===== src/rtl/dma_regif_pkg.sv =====
package dma_regif_pkg;

  typedef enum logic [1:0] {
    BANK_CHAN = 2'd0,
    BANK_CTRL = 2'd1,
    BANK_PAGE = 2'd2,
    BANK_NONE = 2'd3
  } bank_e;

  localparam logic [3:0] CTL_CMD_STAT = 4'h0;
  localparam logic [3:0] CTL_REQ      = 4'h2;
  localparam logic [3:0] CTL_SMASK    = 4'h4;
  localparam logic [3:0] CTL_MODE     = 4'h6;
  localparam logic [3:0] CTL_CLRPTR   = 4'h8;
  localparam logic [3:0] CTL_MCLR     = 4'hA;
  localparam logic [3:0] CTL_CLRMASK  = 4'hC;
  localparam logic [3:0] CTL_ALLMASK  = 4'hE;

  localparam int WORD_W = 16;
  localparam int BYTE_W = 8;

  function automatic logic [WORD_W-1:0] f_step_addr(input logic [WORD_W-1:0] a,
                                                    input logic dec);
    return dec ? (a - WORD_W'(1)) : (a + WORD_W'(1));
  endfunction

  function automatic logic [WORD_W-1:0] f_step_cnt(input logic [WORD_W-1:0] c);
    return c - WORD_W'(1);
  endfunction

  function automatic logic [BYTE_W-1:0] f_pick_byte(input logic [WORD_W-1:0] w,
                                                    input logic hi);
    return hi ? w[WORD_W-1:BYTE_W] : w[BYTE_W-1:0];
  endfunction

endpackage


===== src/rtl/dma_regif_chan.sv =====
module dma_regif_chan
  import dma_regif_pkg::*;
#(
  parameter int WW = WORD_W,
  parameter int DW = BYTE_W
) (
  input  logic          clk,
  input  logic          rst_n,
  input  logic          wr_lo_a,
  input  logic          wr_hi_a,
  input  logic          wr_lo_c,
  input  logic          wr_hi_c,
  input  logic [DW-1:0] wdata,
  input  logic          step,
  input  logic          dec,
  input  logic          autoinit,
  output logic [WW-1:0] cur_addr,
  output logic [WW-1:0] cur_cnt,
  output logic          tc_evt
);
  logic [WW-1:0] base_a, base_c;
  logic          host_wr, step_go;

  assign host_wr = wr_lo_a | wr_hi_a | wr_lo_c | wr_hi_c;
  assign step_go = step & ~host_wr;
  assign tc_evt  = step_go & (cur_cnt == '0);

  always_ff @(posedge clk or negedge rst_n) begin
    if (!rst_n) begin
      base_a   <= '0;
      base_c   <= '0;
      cur_addr <= '0;
      cur_cnt  <= '0;
    end else if (host_wr) begin
      if (wr_lo_a) begin
        base_a[DW-1:0]   <= wdata;
        cur_addr[DW-1:0] <= wdata;
      end
      if (wr_hi_a) begin
        base_a[WW-1:DW]   <= wdata;
        cur_addr[WW-1:DW] <= wdata;
      end
      if (wr_lo_c) begin
        base_c[DW-1:0]  <= wdata;
        cur_cnt[DW-1:0] <= wdata;
      end
      if (wr_hi_c) begin
        base_c[WW-1:DW]  <= wdata;
        cur_cnt[WW-1:DW] <= wdata;
      end
    end else if (step_go) begin
      if (tc_evt && autoinit) begin
        cur_addr <= base_a;
        cur_cnt  <= base_c;
      end else begin
        cur_addr <= f_step_addr(cur_addr, dec);
        cur_cnt  <= f_step_cnt(cur_cnt);
      end
    end
  end
endmodule


===== src/rtl/dma_regif_ctrl.sv =====
module dma_regif_ctrl
  import dma_regif_pkg::*;
#(
  parameter int CH_N   = 4,
  parameter int DW     = BYTE_W,
  parameter int MODE_W = DW - 2
) (
  input  logic                   clk,
  input  logic                   rst_n,
  input  logic                   wr_cmd,
  input  logic                   wr_req,
  input  logic                   wr_smask,
  input  logic                   wr_mode,
  input  logic                   wr_clrptr,
  input  logic                   wr_mclr,
  input  logic                   wr_clrmask,
  input  logic                   wr_allmask,
  input  logic                   rd_status,
  input  logic                   ptr_toggle,
  input  logic [DW-1:0]          wdata,
  input  logic [CH_N-1:0]        tc_evt,
  output logic [DW-1:0]          cmd_q,
  output logic [CH_N-1:0]        mask_q,
  output logic [CH_N-1:0]        req_q,
  output logic [CH_N-1:0]        tc_q,
  output logic [CH_N*MODE_W-1:0] mode_flat,
  output logic                   ptr_q
);
  localparam int CH_W = $clog2(CH_N);

  logic [CH_W-1:0] wsel;
  assign wsel = wdata[CH_W-1:0];

  always_ff @(posedge clk or negedge rst_n) begin
    if (!rst_n) begin
      cmd_q  <= '0;
      mask_q <= '1;
      req_q  <= '0;
      tc_q   <= '0;
      ptr_q  <= 1'b0;
    end else if (wr_mclr) begin
      cmd_q  <= '0;
      mask_q <= '1;
      req_q  <= '0;
      tc_q   <= '0;
      ptr_q  <= 1'b0;
    end else begin
      if (wr_cmd)          cmd_q <= wdata;
      if (wr_req)          req_q[wsel] <= wdata[CH_W];
      if (wr_smask)        mask_q[wsel] <= wdata[CH_W];
      else if (wr_allmask) mask_q <= wdata[CH_N-1:0];
      else if (wr_clrmask) mask_q <= '0;
      tc_q <= (rd_status ? '0 : tc_q) | tc_evt;
      if (wr_clrptr)       ptr_q <= 1'b0;
      else if (ptr_toggle) ptr_q <= ~ptr_q;
    end
  end

  for (genvar i = 0; i < CH_N; i++) begin : g_mode
    always_ff @(posedge clk or negedge rst_n) begin
      if (!rst_n)
        mode_flat[i*MODE_W +: MODE_W] <= '0;
      else if (wr_mode && wsel == CH_W'(i))
        mode_flat[i*MODE_W +: MODE_W] <= wdata[DW-1:DW-MODE_W];
    end
  end
endmodule


===== src/rtl/dma_regif_page.sv =====
module dma_regif_page #(
  parameter int CH_N = 4,
  parameter int PW   = 8
) (
  input  logic                 clk,
  input  logic                 rst_n,
  input  logic [CH_N-1:0]      wr_sel,
  input  logic [PW-1:0]        wdata,
  output logic [CH_N*PW-1:0]   page_flat
);
  for (genvar i = 0; i < CH_N; i++) begin : g_pg
    always_ff @(posedge clk or negedge rst_n) begin
      if (!rst_n)         page_flat[i*PW +: PW] <= '0;
      else if (wr_sel[i]) page_flat[i*PW +: PW] <= wdata;
    end
  end
endmodule


===== src/rtl/dma_regif.sv =====
module dma_regif
  import dma_regif_pkg::*;
#(
  parameter int CH_N   = 4,
  parameter int DW     = BYTE_W,
  parameter int WW     = WORD_W,
  parameter int PW     = 8,
  parameter int MODE_W = DW - 2,
  localparam int CH_W  = $clog2(CH_N),
  localparam int AW    = PW + WW
) (
  input  logic                   clk,
  input  logic                   rst_n,
  input  logic [1:0]             bank_sel,
  input  logic [3:0]             port_off,
  input  logic                   wr_en,
  input  logic                   rd_en,
  input  logic [DW-1:0]          wr_data,
  output logic [DW-1:0]          rd_data,
  input  logic [CH_N-1:0]        dreq,
  input  logic                   step_en,
  input  logic [CH_W-1:0]        step_ch,
  output logic [DW-1:0]          cmd_out,
  output logic [CH_N-1:0]        mask_out,
  output logic [CH_N*MODE_W-1:0] mode_out,
  output logic [CH_N-1:0]        pend_out,
  output logic [AW-1:0]          eng_addr,
  output logic [WW-1:0]          eng_count
);
  // decode events, visible to the checker
  logic            rd_go, acc_chan, ctl_wr, ptr_toggle, clr_ptr_ev, mclr_ev, rd_status;
  logic [CH_W-1:0] ch_sel;
  logic            is_cnt, ptr_q;
  logic [CH_N-1:0] tc_ev, req_q, tc_q, pg_wr;
  logic [DW-1:0]   status_q;
  logic [CH_N*PW-1:0] page_flat;
  logic [WW-1:0]   cur_a [CH_N];
  logic [WW-1:0]   cur_c [CH_N];

  assign rd_go      = rd_en & ~wr_en;
  assign acc_chan   = (bank_e'(bank_sel) == BANK_CHAN) & ~port_off[0];
  assign ch_sel     = port_off[3:2];
  assign is_cnt     = port_off[1];
  assign ctl_wr     = wr_en & (bank_e'(bank_sel) == BANK_CTRL);
  assign ptr_toggle = (wr_en | rd_go) & acc_chan;
  assign mclr_ev    = ctl_wr & (port_off == CTL_MCLR);
  assign clr_ptr_ev = ctl_wr & (port_off == CTL_CLRPTR);
  assign rd_status  = rd_go & (bank_e'(bank_sel) == BANK_CTRL) & (port_off == CTL_CMD_STAT);
  assign status_q   = {req_q, tc_q};

  for (genvar i = 0; i < CH_N; i++) begin : g_ch
    logic hit;
    assign hit   = wr_en & acc_chan & (ch_sel == CH_W'(i));
    assign pg_wr[i] = wr_en & (bank_e'(bank_sel) == BANK_PAGE) &
                      (port_off[3:CH_W] == '0) & (port_off[CH_W-1:0] == CH_W'(i));
    dma_regif_chan #(.WW(WW), .DW(DW)) u_chan (
      .clk      (clk),
      .rst_n    (rst_n),
      .wr_lo_a  (hit & ~is_cnt & ~ptr_q),
      .wr_hi_a  (hit & ~is_cnt &  ptr_q),
      .wr_lo_c  (hit &  is_cnt & ~ptr_q),
      .wr_hi_c  (hit &  is_cnt &  ptr_q),
      .wdata    (wr_data),
      .step     (step_en & (step_ch == CH_W'(i))),
      .dec      (mode_out[i*MODE_W + 3]),
      .autoinit (mode_out[i*MODE_W + 2]),
      .cur_addr (cur_a[i]),
      .cur_cnt  (cur_c[i]),
      .tc_evt   (tc_ev[i])
    );
  end

  dma_regif_ctrl #(.CH_N(CH_N), .DW(DW), .MODE_W(MODE_W)) u_ctrl (
    .clk        (clk),
    .rst_n      (rst_n),
    .wr_cmd     (ctl_wr & (port_off == CTL_CMD_STAT)),
    .wr_req     (ctl_wr & (port_off == CTL_REQ)),
    .wr_smask   (ctl_wr & (port_off == CTL_SMASK)),
    .wr_mode    (ctl_wr & (port_off == CTL_MODE)),
    .wr_clrptr  (clr_ptr_ev),
    .wr_mclr    (mclr_ev),
    .wr_clrmask (ctl_wr & (port_off == CTL_CLRMASK)),
    .wr_allmask (ctl_wr & (port_off == CTL_ALLMASK)),
    .rd_status  (rd_status),
    .ptr_toggle (ptr_toggle),
    .wdata      (wr_data),
    .tc_evt     (tc_ev),
    .cmd_q      (cmd_out),
    .mask_q     (mask_out),
    .req_q      (req_q),
    .tc_q       (tc_q),
    .mode_flat  (mode_out),
    .ptr_q      (ptr_q)
  );

  dma_regif_page #(.CH_N(CH_N), .PW(PW)) u_page (
    .clk       (clk),
    .rst_n     (rst_n),
    .wr_sel    (pg_wr),
    .wdata     (wr_data[PW-1:0]),
    .page_flat (page_flat)
  );

  always_comb begin
    rd_data = '0;
    if (rd_go) begin
      unique case (bank_e'(bank_sel))
        BANK_CHAN: if (!port_off[0])
                     rd_data = f_pick_byte(is_cnt ? cur_c[ch_sel] : cur_a[ch_sel], ptr_q);
        BANK_CTRL: if (port_off == CTL_CMD_STAT) rd_data = status_q;
        BANK_PAGE: if (port_off[3:CH_W] == '0)
                     rd_data = DW'(page_flat[port_off[CH_W-1:0]*PW +: PW]);
        default:   rd_data = '0;
      endcase
    end
  end

  assign pend_out  = (dreq | req_q) & ~mask_out & {CH_N{~cmd_out[2]}};
  assign eng_addr  = {page_flat[step_ch*PW +: PW], cur_a[step_ch]};
  assign eng_count = cur_c[step_ch];
endmodule


===== config.mk =====
export PLATFORM = sky130hd
export DESIGN_NAME = dma_regif
export DESIGN_NICKNAME = d
export VERILOG_FILES = /design/src/rtl/dma_regif_pkg.sv /design/src/rtl/dma_regif_chan.sv /design/src/rtl/dma_regif_ctrl.sv /design/src/rtl/dma_regif_page.sv /design/src/rtl/dma_regif.sv
export SDC_FILE = /design/constraint.sdc
export NUM_CORES = 1
export LEC_CHECK = 0
export ABC_AREA = 1
export BUFFER_PORTS_ARGS = -buffer_cell sky130_fd_sc_hd__buf_2
export CORE_ASPECT_RATIO = 1.2
export CORE_MARGIN = 2
export CORE_UTILIZATION = 37
export CTS_CLUSTER_DIAMETER = 30
export DETAILED_ROUTE_END_ITERATION = 8
export PLACE_DENSITY = 0.65
export SYNTH_ARGS = -nofsm -noshare
export SYNTH_HDL_FRONTEND = slang
export SYNTH_HIERARCHICAL = 1
export SYNTH_SLANG_ARGS = --single-unit

===== constraint.sdc =====
create_clock -name clk -period 3.99 [get_ports clk]
set_input_delay 0 -clock clk [delete_from_list [all_inputs] [get_ports clk]]
set_output_delay 0 -clock clk [all_outputs]
set_load 0.03 [all_outputs]

### After elaboration in Yosys (flattened, before gate mapping)

Cells that the tools add are included.
Widths: inputs -> output; s select.

* register bits after elaboration: 333
* input bits: 25
* output and inout port bits: 88
* word-level logic and storage cells: 329

* add/subtract/negate cells: 12
* magnitude comparators: 4
* eq/ne operators: 37
* shift-type cells: 2
* multiplexer cells: 80
* bitwise gates (word level): 90
* reduce and logical (&&, ||, !) cells: 59

Operators by type and width (count)
* $mux 16: 37
* $mux 8: 23
* $bmux 16 s2: 4
* $sub 16x1->16 const B: 8
* $add 16x1->16 const B: 4
* $logic_not 16->1: 4
* $reduce_and 2->1: 32
* $shiftx 32x6->8: 2
* $and 1x1->1: 61
* $mux 4: 8
* $ne 2x1->1 const B: 16
* $pmux 8 s3: 1
* $eq 2x2->1 const B: 9
* $eq 4x4->1 const B: 4
* $or 1x1->1: 13
* $reduce_bool 2->1: 6
* $eq 2x1->1 const B: 5
* $logic_not 2->1: 5
* $logic_and 1x1->1: 9
* $not 1->1: 9
* $and 4x4->4: 2
* $bwmux 4: 2
* $eq 4x3->1 const B: 2
* $or 4x4->4: 2
* other kinds (11): 16

### Longest topological paths before layout

Gate-level depths: netlist of run 1.

* word-level depth: 16
* gate-level depth with buffers: 19
* mapped depth without buffers: 17

### Cells and area by module

Netlist of run 1, hierarchy kept.

By module, submodules not included
* dma_regif_chan: instances 4, cells each 711, area each 4608.2 sq um, seq. area each 1601.5 sq um
* dma_regif: instances 1, cells each 674, area each 3069.2 sq um, seq. area each 0.0 sq um
* dma_regif_ctrl: instances 1, cells each 208, area each 2006.9 sq um, seq. area each 1131.1 sq um
* dma_regif_page: instances 1, cells each 136, area each 1221.2 sq um, seq. area each 800.8 sq um

### Worst setup path after synthesis of run 1

OpenSTA, ideal clock, no wires.

* path type: flip-flop to flip-flop
* start: reg u_ctrl.ptr_q
* end: reg g_ch[0].u_chan.cur_addr[5]
* library setup time: 0.121 ns
* arrival time: 2.059 ns
* required time: 3.869 ns
* setup slack: 1.810 ns
* cell stages (with the launch flop): 14
* clock period less this slack: 2.180 ns
* cells stage by stage: dfrtp_1 > buf_2 > inv_1 > clkbuf_1 > nor2_1 > inv_2 > nand3_4 > nor2_8 > nand2_2 > nor2_4 > buf_4 > nand3_1 > nand3_1 > a21oi_1

* cells in the longest elaborated chain, start to end: 12
* elaborated cells on any way between the ends: 18
* classes of those cells: eq/ne (1); mux (3); bitwise (11); reduce/logical (3)

Ends and longest elaborated chain
* start, declared: line dma_regif_ctrl.sv:27 `output logic ptr_q`
* start signal, assigned: line dma_regif_ctrl.sv:55 `else if (ptr_toggle) ptr_q <= ~ptr_q;`
* $not 1->1: line dma_regif.sv:59, dma_regif.sv:61
* $and 1x1->1: line dma_regif.sv:59 `.wr_lo_a (hit & ~is_cnt & ~ptr_q),`
* $or 1x1->1 (3 in a row): line dma_regif_chan.sv:24 `assign host_wr = wr_lo_a | wr_hi_a | wr_lo_c | wr_hi_c;`
* $not 1->1: line dma_regif_chan.sv:25 `assign step_go = step & ~host_wr;`
* $and 1x1->1: line dma_regif_chan.sv:25
* $and 1x1->1: line dma_regif_chan.sv:26 `assign tc_evt = step_go & (cur_cnt == '0);`
* $logic_and 1x1->1: line dma_regif_chan.sv:52 `if (tc_evt && autoinit) begin`
* $mux 16: line dma_regif_chan.sv:52
* $mux 16: line dma_regif_chan.sv:51 `end else if (step_go) begin`
* $mux 16: line dma_regif_chan.sv:34 `end else if (host_wr) begin`
* end signal, assigned by index: line dma_regif_chan.sv:37 `cur_addr[DW-1:0] <= wdata;`
* end signal, assigned: line dma_regif_chan.sv:53 `cur_addr <= base_a;`
* end signal, assigned: line dma_regif_chan.sv:56 `cur_addr <= f_step_addr(cur_addr, dec);`
* end, declared: line dma_regif_chan.sv:17 `output logic [WW-1:0] cur_addr,`

Parallel ways exist; a longest one is shown, timed or not. The select of a mux whose other input is x is not followed.
A chain may end at the register's enable or synchronous reset.

### Worst setup path in the final report of run 1

* start: reg u_ctrl.ptr_q
* end: reg g_ch[3].u_chan.cur_cnt[2]

* cells in the longest elaborated chain, start to end: 12
* elaborated cells on any way between the ends: 18
* classes of those cells: eq/ne (1); mux (3); bitwise (11); reduce/logical (3)

Ends and longest elaborated chain
* $not 1->1: line dma_regif.sv:59, dma_regif.sv:61
* $and 1x1->1: line dma_regif.sv:59
* $or 1x1->1 (2 in a row): line dma_regif_chan.sv:24
* $or 1x1->1 *: line dma_regif_chan.sv:24
* $not 1->1 *: line dma_regif_chan.sv:25
* $and 1x1->1 *: line dma_regif_chan.sv:25
* $and 1x1->1 *: line dma_regif_chan.sv:26
* net tc_ev[3]: line dma_regif.sv:34 `logic [CH_N-1:0] tc_ev, req_q, tc_q, pg_wr;`
* $logic_and 1x1->1 *: line dma_regif_chan.sv:52
* $mux 16 *: line dma_regif_chan.sv:52
* $mux 16 *: line dma_regif_chan.sv:51
* $mux 16 *: line dma_regif_chan.sv:34
* end signal, assigned by index: line dma_regif_chan.sv:49 `cur_cnt[WW-1:DW] <= wdata;`
* end signal, assigned: line dma_regif_chan.sv:54 `cur_cnt <= base_c;`
* end signal, assigned: line dma_regif_chan.sv:57 `cur_cnt <= f_step_cnt(cur_cnt);`
* end, declared: line dma_regif_chan.sv:18 `output logic [WW-1:0] cur_cnt,`

The timed path passes the listed nets; every way through them passes the cells marked *. The select of a mux whose other input is x is not followed.

==> results of run 1 <==
power by group through the flow:
| stage | combinational, W | clock, W | sequential [W] |
|---|---|---|---|
| global route | 0.00708 | 0.00585 | 0.00585 |
| detailed placement | 0.00613 | 0 | 0.00577 |
| floorplan | 0.00455 | 0 | 0.00510 |
| CTS | 0.00618 | 0.00568 | 0.00573 |
| finish | 0.00625 | 0.00562 | 0.00578 |
| global placement | 0.00607 | 0 | 0.00578 |
per-layer routing:
metal  global-route usage [%]  up-vias  routed length (um)  part of all wire [%]
li1                         -    12394                   -                     -
met1                     34.1    12061               37100                    40
met2                     42.8     1181               42300                    46
met3                     3.83      270                6920                   7.5
met4                     15.7        2                5620                   6.1
met5                        0        -                  11                 0.012
registers in the layout, summed over array words and instances, names as in the netlist:
signal and count:
u_ctrl/ptr_q 1, g_ch.u_chan/base_a 64, g_ch.u_chan/cur_cnt 64, u_ctrl/mode_flat 24, u_ctrl/mask_q 4, u_ctrl/tc_q 4
u_ctrl/req_q 4, g_ch.u_chan/base_c 64, u_page/page_flat 32, g_ch.u_chan/cur_addr 64, u_ctrl/cmd_q 8
worst min path at each step:
stage / depth (start not counted) / startpoint / slack (ns) / endpoint
3_3_place_gp: 1 / rst_n / 0.1 / u_page/page_flat[6]
6_report: 2 / rst_n / 0.01 / u_page/page_flat[7]
3_5_place_dp: 1 / rst_n / 0.1 / u_page/page_flat[7]
4_1_cts: 2 / rst_n / 0.07 / u_page/page_flat[4]
5_1_grt: 2 / rst_n / 0.11 / u_page/page_flat[14]
2_1_floorplan: 0 / rst_n / -0.30 / g_ch[0].u_chan/base_a[0]
through the flow:
stage | util (%) | cell area (um2) | hold WS [ns] | setup slack (ns)
floorplan | - | 24700 | -0.296 | 1.81
global placement | 39.4 | 26000 | 0.0995 | 1.18
detailed placement | 39.4 | 26000 | 0.0996 | 1.17
CTS | 43.1 | 28400 | 0.0657 | 1.23
global route | 43.1 | 28400 | 0.107 | 1.01
finish | 43.1 | 28400 | 0.0105 | 1.16
final cells by class:
type	count	area (um2)	share of cell area (%)
inverter	484	1830	6.45
multi-input combinational	2908	13700	48.4
clock buffer	78	1810	6.37
clock inverter	44	452	1.59
tap	892	1120	3.93
antenna	2	5.00	0.0176
timing repair buffer	175	1120	3.93
sequential	333	8340	29.3
cell usage in the layout, fill, tap and decap left out, drive strengths merged, types with 2 or more instances in the layout:
| cell | Yosys | routed |
|---|---|---|
| dfstp | 4 | 4 |
| clkinv | 0 | 19 |
| a22oi | 47 | 47 |
| dfrtp | 329 | 329 |
| xnor2 | 33 | 33 |
| bufinv | 0 | 5 |
| nand3 | 473 | 473 |
| diode | 0 | 2 |
| a21oi | 138 | 138 |
| ha | 64 | 64 |
| nand4 | 29 | 29 |
| dlygate4sd3 | 0 | 14 |
| and2 | 4 | 4 |
| buf | 98 | 161 |
| nor3 | 36 | 36 |
| clkinvlp | 0 | 10 |
| nand2 | 1521 | 1521 |
| clkbuf | 39 | 78 |
| xor2 | 24 | 24 |
| nor2 | 386 | 386 |
| o21ai | 136 | 136 |
| or2 | 3 | 3 |
| inv | 484 | 494 |
| fa | 4 | 4 |
| o22ai | 8 | 8 |
timing repair:
item / CTS / global route
buffers inserted: 0 / 0
hold buffers: 14 / 0
gates resized for setup: 0 / 0
hold endpoints to repair: 168 / 0
kinds of logic after synthesis:
logic type,after synthesis,share of synthesized area [%]
AND/OR/NAND/NOR,2452,42.4
buffers and inverters,621,10.8
flip-flops,333,33.7
adder cells (fa/ha/maj),68,3.56
XOR/XNOR,57,2.02
AO/OA/AOI/OAI,331,7.51
==> flow_summary.toml, run 1 <==
[detailed_routing]
routedWlPerCell_um = 18.7
wl_um = 91900
drtIter0Drc = 2843
vias = 25908
via_per_inst = 5.27
ant_nets = 0
drc = 0
dr.pass1.iters = 6

[worst_setup_path]
ff2ff_path_depth = 13
path_delay_family = "simple AND/OR/NAND/NOR gates"
end_kind = "flop"
path_cells = "inv_1, nor2_1, buf_4, inv_2, nand3_4, nor2_8, inv_4, nor2_4, nand3_1, nand3_1, nand2_1, nand2_1, nand2_1"
cp.buffers_inverters = 4
worstPathArrival_ns = 3.31
crit_end = "g_ch[3].u_chan/cur_cnt[2]"
reg2reg_slack_ns = 1.16
r2r_end = "g_ch[3].u_chan/cur_cnt[2]"
start_kind = "flop"
path_max_fanout = 18
cp.depth = 13
cp.required_ns = 4.47
worst_path_most_repeated_cell = "nand2_1"
critPathKind = "reg -> reg"
cp_slowest_cell = "nor2_4"
critPathMaxStageDelay_ns = 0.41
cp-startpoint = "u_ctrl/ptr_q"
timing.rr.start = "u_ctrl/ptr_q"

[yosys]
synth_top_area_share_pct = 33.3
yosys_warnings = 6
synth_edf_count = 0
synth_cells = 3862
synth-seq-cells = 333
synth.area.top_cells = "dfrtp_1 (33%), nand2_1 (23%), nand3_1 (9.5%)"
synthArstFlopShare_pct = 100
synth_top_area_cell = "dfrtp_1"
synth_area_mm2 = 0.0247
synth_fp_nets = 3955
synth_area_per_cell_um2 = 6.40
yosysMostFrequentCell = "nand2_1"
ys_seq_area_share_pct = 33.7
ys_types = 37
synthFlopType = "dfrtp_1"
yosys-top-cells-count = "nand2_1 (1,490), nand3_1 (469), inv_1 (456)"

[sta]
setup_total_negative_slack_ns = 0
relSlewSlack_pct = 16.7
finalSetupViolations = 0
rsz0062_at_grt = "no"
hold_violations = 0
fmax_ghz = 0.354
final_max_slew_viol_count = 0
skew_ns = 0.0236
worst_slew_pin_slew_ns = 1.24
post-route-min-period_ns = 2.83
fin_crit_sh_pct = 70.8

[floorplanning]
ios = 113
start_util_pct = 37.5
die_h_um = 287
die_w_um = 240
rows = 103
core_area_mm2 = 0.0660
dieArea_mm2 = 0.0689

[power]
switchingPower_w = 0.00760
power_frac_comb_pct = 35.4
vdd_drop_max_mv = 0.322
seqPwrFrac_pct = 32.7
switching_share_pct = 43.1
power.total_w = 0.0176
internal-power_w = 0.0100
leakagePower_nw = 15.7
pwr-share-clk_pct = 31.9
power_density_mw_per_mm2 = 621

[clock_network]
numCtsBuffers = 67
clockBufferDepth = 3
clkTransAtPathRegs_ns = 0.05
htree_levels = 3
clkSinkCount = 333
cts_tree = "built"
clock_latency_ns = 0.61
root_buffer = "clkbuf_16"

[layout]
num-fill-cells = 6989
final_nets = 4062
areaGrowthSynthToFinish_pct = 14.9
stdcell_count = 4916
drive_above_1_share_pct = 10.3

[place]
gp_congestion = 1.02
portBuffers = 112
dp_hpwl_um = 67700
place_inst = 4778

[global_route]
antenna_found_initial = 3
grt_max_degree = 96
grt_pass1_vias = 24059
grt_pass1_wl_um = 141000
grt_overflow = 0
grt_use_total_pct = 26.7

[min_path]
hp-class = "in -> async"

[status]
status = "completed"

[run]
drv_cap = 0
Note: power is estimated with default switching activity, not from simulation.
==> run 2, diff against run 1 <==
- ABC_AREA: 1 -> 0
- PLACE_DENSITY: 0.65 -> 0.67
- clock period: 3.99 -> 2.5 ns (I/O delays scaled with it)
==> run 2 against run 1 <==
  * The flow now finishes with violations (setup timing)
  * Hold slack improved by 0.011 ns
  * Sequential share of layout area fell by 1.4 points
  * Area after synthesis decreased by 12%
  * First-iteration DRC count decreased by 40%
  * Maximum frequency is 7.6% higher
  * Clock power is 78% higher
  * Largest cell class unchanged
  * Via count down 21%
  * Total power rose by 70%
  * Sequential power grew 39%
  * Utilization is 8.3 points higher
  * Critical path depth down 5
==> flow_summary.toml, run 2 <==
[worst_setup_path]
critPathMaxStageDelay_ns = 0.55
path_cells = "fa_2, a21o_1, a211o_1, a2111oi_4, nor3_1, or3_1, nand3_1, a21oi_1"
start_kind = "flop"
path_delay_family = "compound AO/OA/AOI/OAI gates"
cp.buffers_inverters = 0
critPathKind = "reg -> reg"
cp.required_ns = 2.99
path_max_fanout = 10
cp_slowest_cell = "dfrtp_4"
worstPathArrival_ns = 3.12
end_kind = "flop"

[sta]
rsz0062_at_grt = "yes"
hold_violations = 0
setup_total_negative_slack_ns = -1.74
post-route-min-period_ns = 2.63
finalSetupViolations = 41
final_max_slew_viol_count = 0
holdWs_ns = 0.0214
fin_crit_sh_pct = 105
worst_slew_pin_slew_ns = 0.847
skew_ns = 0.0444
relSlewSlack_pct = 43.5
fmax_ghz = 0.381
layout_setup_ws_ns = -0.127

[clock_network]
clkSinkCount = 333
clkTransAtPathRegs_ns = 0.05
root_buffer = "clkbuf_16"
clock_latency_ns = 0.63
htree_levels = 3
numCtsBuffers = 75
clockBufferDepth = 3
cts_tree = "built"

[yosys]
ys_types = 88
synth.area.top_cells = "dfrtp_1 (38%), mux2_2 (7.8%), mux4_2 (7.2%)"
synth_edf_count = 0
synth_top_area_share_pct = 37.9
synth_fp_nets = 2194
synthArstFlopShare_pct = 100
yosys-top-cells-count = "dfrtp_1 (329), nor2_1 (203), nand2_1 (192)"
yosysMostFrequentCell = "dfrtp_1"
synth_area_per_cell_um2 = 10.3
synthFlopType = "dfrtp_1"
synth_top_area_cell = "dfrtp_1"
synth_cells = 2101
synth-seq-cells = 333
synth_area_mm2 = 0.0217
yosys_warnings = 6
ys_seq_area_share_pct = 38.4

[power]
power_frac_comb_pct = 40.1
seqPwrFrac_pct = 26.7
switching_share_pct = 38.0
switchingPower_w = 0.0114
power_density_mw_per_mm2 = 1000
leakagePower_nw = 13.6
internal-power_w = 0.0186
vdd_drop_max_mv = 0.516
power.total_w = 0.0300
pwr-share-clk_pct = 33.2

[floorplanning]
dieArea_mm2 = 0.0607
rows = 97
start_util_pct = 37.3
die_w_um = 225
ios = 113
core_area_mm2 = 0.0583
die_h_um = 269

[global_route]
grt_overflow = 0
grt_pass1_vias = 20706
grt_max_degree = 88
antenna_found_initial = 2
grt_use_total_pct = 27.1
grt_pass1_wl_um = 126000

[layout]
fin_util_pct = 51.3
fin_area_mm2 = 0.0299
num-fill-cells = 4994
final_nets = 2684
areaGrowthSynthToFinish_pct = 37.7
drive_above_1_share_pct = 42.1
final_cell_mix = "buf_4 (347), dfrtp_1 (325), nand2_1 (178)"
final_common_cell = "buf_4"

[status]
status = "finished with violations"
violations = "setup timing"

[min_path]
hp-class = "in -> async"

[detailed_routing]
drtIter0Drc = 1701
drc = 0
via_per_inst = 6.02
ant_nets = 0
dr.pass1.iters = 5
wl_um = 84000
vias = 20438
routedWlPerCell_um = 24.7

[place]
portBuffers = 112
place_area_mm2 = 0.0254
dp_hpwl_um = 60200
gp_congestion = 0.975

[run]
drv_cap = 0
[run 2: changes by cell type after synthesis, moves of 34 or more]
cell and change:
mux2_2 +151, inv_1 -421, mux4_2 +69, a21o_1 +40, nor2_1 -140, o211ai_1 +51
a31oi_1 +80, nand2_1 -1298, a22oi_1 -34, nand3_1 -430
[run 2: stage by stage]
step	setup slack, ns	instances
floorplan	-0.0596	2101
global placement	-0.296	3189
detailed placement	-0.278	3189
CTS	-0.0857	3362
global route	-0.204	3393
finish	-0.127	3394
[run 2: path summary, 6_finish.rpt]
| kind | startpoint | to | slack [ns] | depth (start not counted) |
|---|---|---|---|---|
| max | u_ctrl/mode_flat[15] | g_ch[2].u_chan/cur_addr[14] | -0.13 | 8 |
| min | rst_n | g_ch[2].u_chan/base_a[11] | 0.02 | 2 |
| max reg2reg | u_ctrl/mode_flat[15] | g_ch[2].u_chan/cur_addr[14] | -0.13 | 8 |
| min reg2reg | g_ch[0].u_chan/base_a[6] | g_ch[0].u_chan/cur_addr[6] | 0.47 | 2 |
| max in group asynchronous | rst_n | g_ch[0].u_chan/cur_cnt[12] | 1.60 | 3 |
| min in group clk | wr_data[4] | u_ctrl/mode_flat[20] | 0.05 | 2 |
[run 2: logic make-up after synthesis]
family / share of synthesized area [%]
multiplexers: 20.0
buffers and inverters: 3.35
AO/OA/AOI/OAI: 16.5
AND/OR/NAND/NOR: 14.3
XOR/XNOR: 3.43
flip-flops: 38.4
adder cells (fa/ha/maj): 4.06
[run 2: power groups by stage]
stage	clock network [W]	logic, W	registers, W
2_1_floorplan	0	0.00626	0.00787
3_3_place_gp	0	0.0105	0.00793
3_5_place_dp	0	0.0107	0.00795
4_1_cts	0.0101	0.0112	0.00793
5_1_grt	0.0104	0.0128	0.00814
6_report	0.00999	0.0121	0.00801
[run 2: layout make-up]
class / count / area, um2 / share of cell area, %
clock inverter: 48 / 611 / 2.04
inverter: 35 / 131 / 0.439
antenna: 1 / 2.50 / 0.00837
tap: 742 / 928 / 3.10
clock buffer: 89 / 1980 / 6.62
timing repair buffer: 523 / 4150 / 13.9
sequential: 333 / 8350 / 27.9
multi-input combinational: 1623 / 13800 / 46.0
[run 2: per-layer routing]
layer  wire, um  GRT usage (%)  vias to the layer above
met5         20              0                        -
met3       6300           5.26                      272
met1      33300           34.3                    10237
met4       6280           18.1                        4
li1           -              -                     8921
met2      38100           42.0                     1004
[run 2: repair_timing]
action,in CTS,in global routing
resized for setup,123,182
endpoints found under the setup margin,87,88
cloned,2,5
hold buffers,5,0
endpoints found under the hold margin,148,0
buffers inserted,30,30
pin swaps,38,81
==> run 3, diff against run 2 <==
- CELL_PAD_IN_SITES_DETAIL_PLACEMENT: not set -> 0
- CELL_PAD_IN_SITES_GLOBAL_PLACEMENT: not set -> 2
- PLACE_DENSITY: 0.67 -> 0.89
- REMOVE_ABC_BUFFERS: not set -> 1
==> run 3 against run 2 <==
  * The flow still finishes with violations (setup timing)
  * Sequential power barely moved
  * Final cell count rose by 1.4%
  * Via count is 0.13% higher
  * Largest cell class unchanged
  * Non-clock buffer count grew 38
  * Largest power group unchanged
  * Flip-flop and latch count unchanged
==> flow_summary.toml, run 3 (synthesis results as in run 2) <==
[layout]
fin_area_mm2 = 0.0307
num_antenna_cells = 0
num-fill-cells = 5027
final_nets = 2728
areaGrowthSynthToFinish_pct = 41.2
fin_util_pct = 52.6
final_common_cell = "buf_4"
drive_above_1_share_pct = 43.5
final_cell_mix = "buf_4 (388), dfrtp_1 (325), nor2_1 (182)"

[status]
status = "finished with violations"
violations = "setup timing"

[floorplanning]
start_util_pct = 37.3
rows = 97
ios = 113
die_h_um = 269
core_area_mm2 = 0.0583
die_w_um = 225
dieArea_mm2 = 0.0607

[sta]
rsz0062_at_grt = "yes"
post-route-min-period_ns = 2.59
worst_slew_pin_slew_ns = 0.882
hold_violations = 0
relSlewSlack_pct = 41.2
fin_crit_sh_pct = 104
final_max_slew_viol_count = 0
fmax_ghz = 0.386
layout_setup_ws_ns = -0.0917
holdWs_ns = 0.0451
finalSetupViolations = 18
skew_ns = 0.0195

[power]
power.total_w = 0.0315
leakagePower_nw = 14.0
power_frac_comb_pct = 38.8
vdd_drop_max_mv = 0.821
internal-power_w = 0.0204
seqPwrFrac_pct = 25.4
power_density_mw_per_mm2 = 1030
switchingPower_w = 0.0111
switching_share_pct = 35.3
pwr-share-clk_pct = 35.8

[worst_setup_path]
cp.required_ns = 2.96
worstPathArrival_ns = 3.05
path_max_fanout = 7
start_kind = "flop"
critPathMaxStageDelay_ns = 0.42
cp_slowest_cell = "dfrtp_1"
end_kind = "flop"
path_cells = "buf_6, buf_8, ha_4, a21oi_2, o211ai_1, nor2_1, a41oi_2, buf_4, o21a_4, nor4_2, nor3_1"
critPathKind = "reg -> reg"

[place]
dp_hpwl_um = 60200
gp_congestion = 0.957
place_area_mm2 = 0.0257
portBuffers = 112

[detailed_routing]
routedWlPerCell_um = 24.3
ant_nets = 0
wl_um = 83500
via_per_inst = 5.95
dr.pass1.iters = 5
vias = 20465
drc = 0
drtIter0Drc = 1255

[global_route]
grt_pass1_wl_um = 126000
grt_max_degree = 106
grt_overflow = 0
grt_use_total_pct = 27.0
antenna_found_initial = 2
grt_pass1_vias = 21140

[min_path]
hp-class = "in -> reg"

[clock_network]
clkSinkCount = 333
htree_levels = 3
cts_tree = "built"
root_buffer = "clkbuf_16"
numCtsBuffers = 81
clkTransAtPathRegs_ns = 0.04
clockBufferDepth = 3
clock_latency_ns = 0.60

[run]
drv_cap = 0
-- run 3: worst paths after layout --
check / startpoint / end / slack, ns / cells past startpoint
max: u_ctrl/mode_flat[15] / g_ch[2].u_chan/cur_addr[15] / -0.09 / 11
max in group asynchronous: rst_n / u_ctrl/mode_flat[3] / 1.30 / 4
min: wr_data[3] / g_ch[2].u_chan/base_c[3] / 0.05 / 2
min reg2reg: g_ch[0].u_chan/base_a[6] / g_ch[0].u_chan/cur_addr[6] / 0.49 / 2
min in group asynchronous: rst_n / g_ch[3].u_chan/base_c[9] / 0.53 / 4
max reg2reg: u_ctrl/mode_flat[15] / g_ch[2].u_chan/cur_addr[15] / -0.09 / 11
-- run 3: final cells by class --
type	instances	area, um2	area share (%)
Inverter	35	131	0.428
Clock buffer	107	2380	7.77
Timing Repair Buffer	561	4410	14.4
Tap cell	742	928	3.03
Sequential cell	333	8340	27.2
Clock inverter	39	568	1.85
Multi-Input combinational cell	1623	13900	45.3
-- run 3: routing by layer --
metal  global-route usage [%]  wire, um  vias to the layer above
li1                         -         -                     9039
met1                     32.4     31800                    10365
met4                     15.9      5310                        2
met5                        0        11                        -
met2                     45.9     41500                      825
met3                     3.81      4930                      234
-- run 3: timing repair --
item                       in CTS  in global routing
cloned                          0                  4
pin swaps                      48                113
setup buffers                  20                 28
setup endpoints to repair     118                 95
gates resized for setup       105                196
hold endpoints to repair      343                  0
hold buffers                    7                  0
-- run 3: power groups by stage --
stage | registers (W) | clock network (W) | logic [W]
after floorplan | 0.00792 | 0 | 0.00601
after global placement | 0.00793 | 0 | 0.0107
after detailed placement | 0.00797 | 0 | 0.0109
after CTS | 0.00795 | 0.0114 | 0.0114
after global routing | 0.00815 | 0.0117 | 0.0130
final | 0.00802 | 0.0113 | 0.0122
-- run 3: through the flow --
step	TNS [ns]	worst slack, ns	std cells
final	-0.497	-0.0917	3440
after global routing	-3.99	-0.181	3440
after CTS	-0.100	-0.0473	3408
after detailed placement	-11.10	-0.280	3235
after global placement	-10.48	-0.265	3235
after floorplan	-127.67	-1.24	1991
-- run 3: worst max-delay path, delay by kind of cell, from the launching register on --
family,cells,cell delay [ns]
flip-flops,1,0.42
AO/OA/AOI/OAI,4,0.74
AND/OR/NAND/NOR,3,0.54
buffers and inverters,3,0.50
adder cells (fa/ha/maj),1,0.25
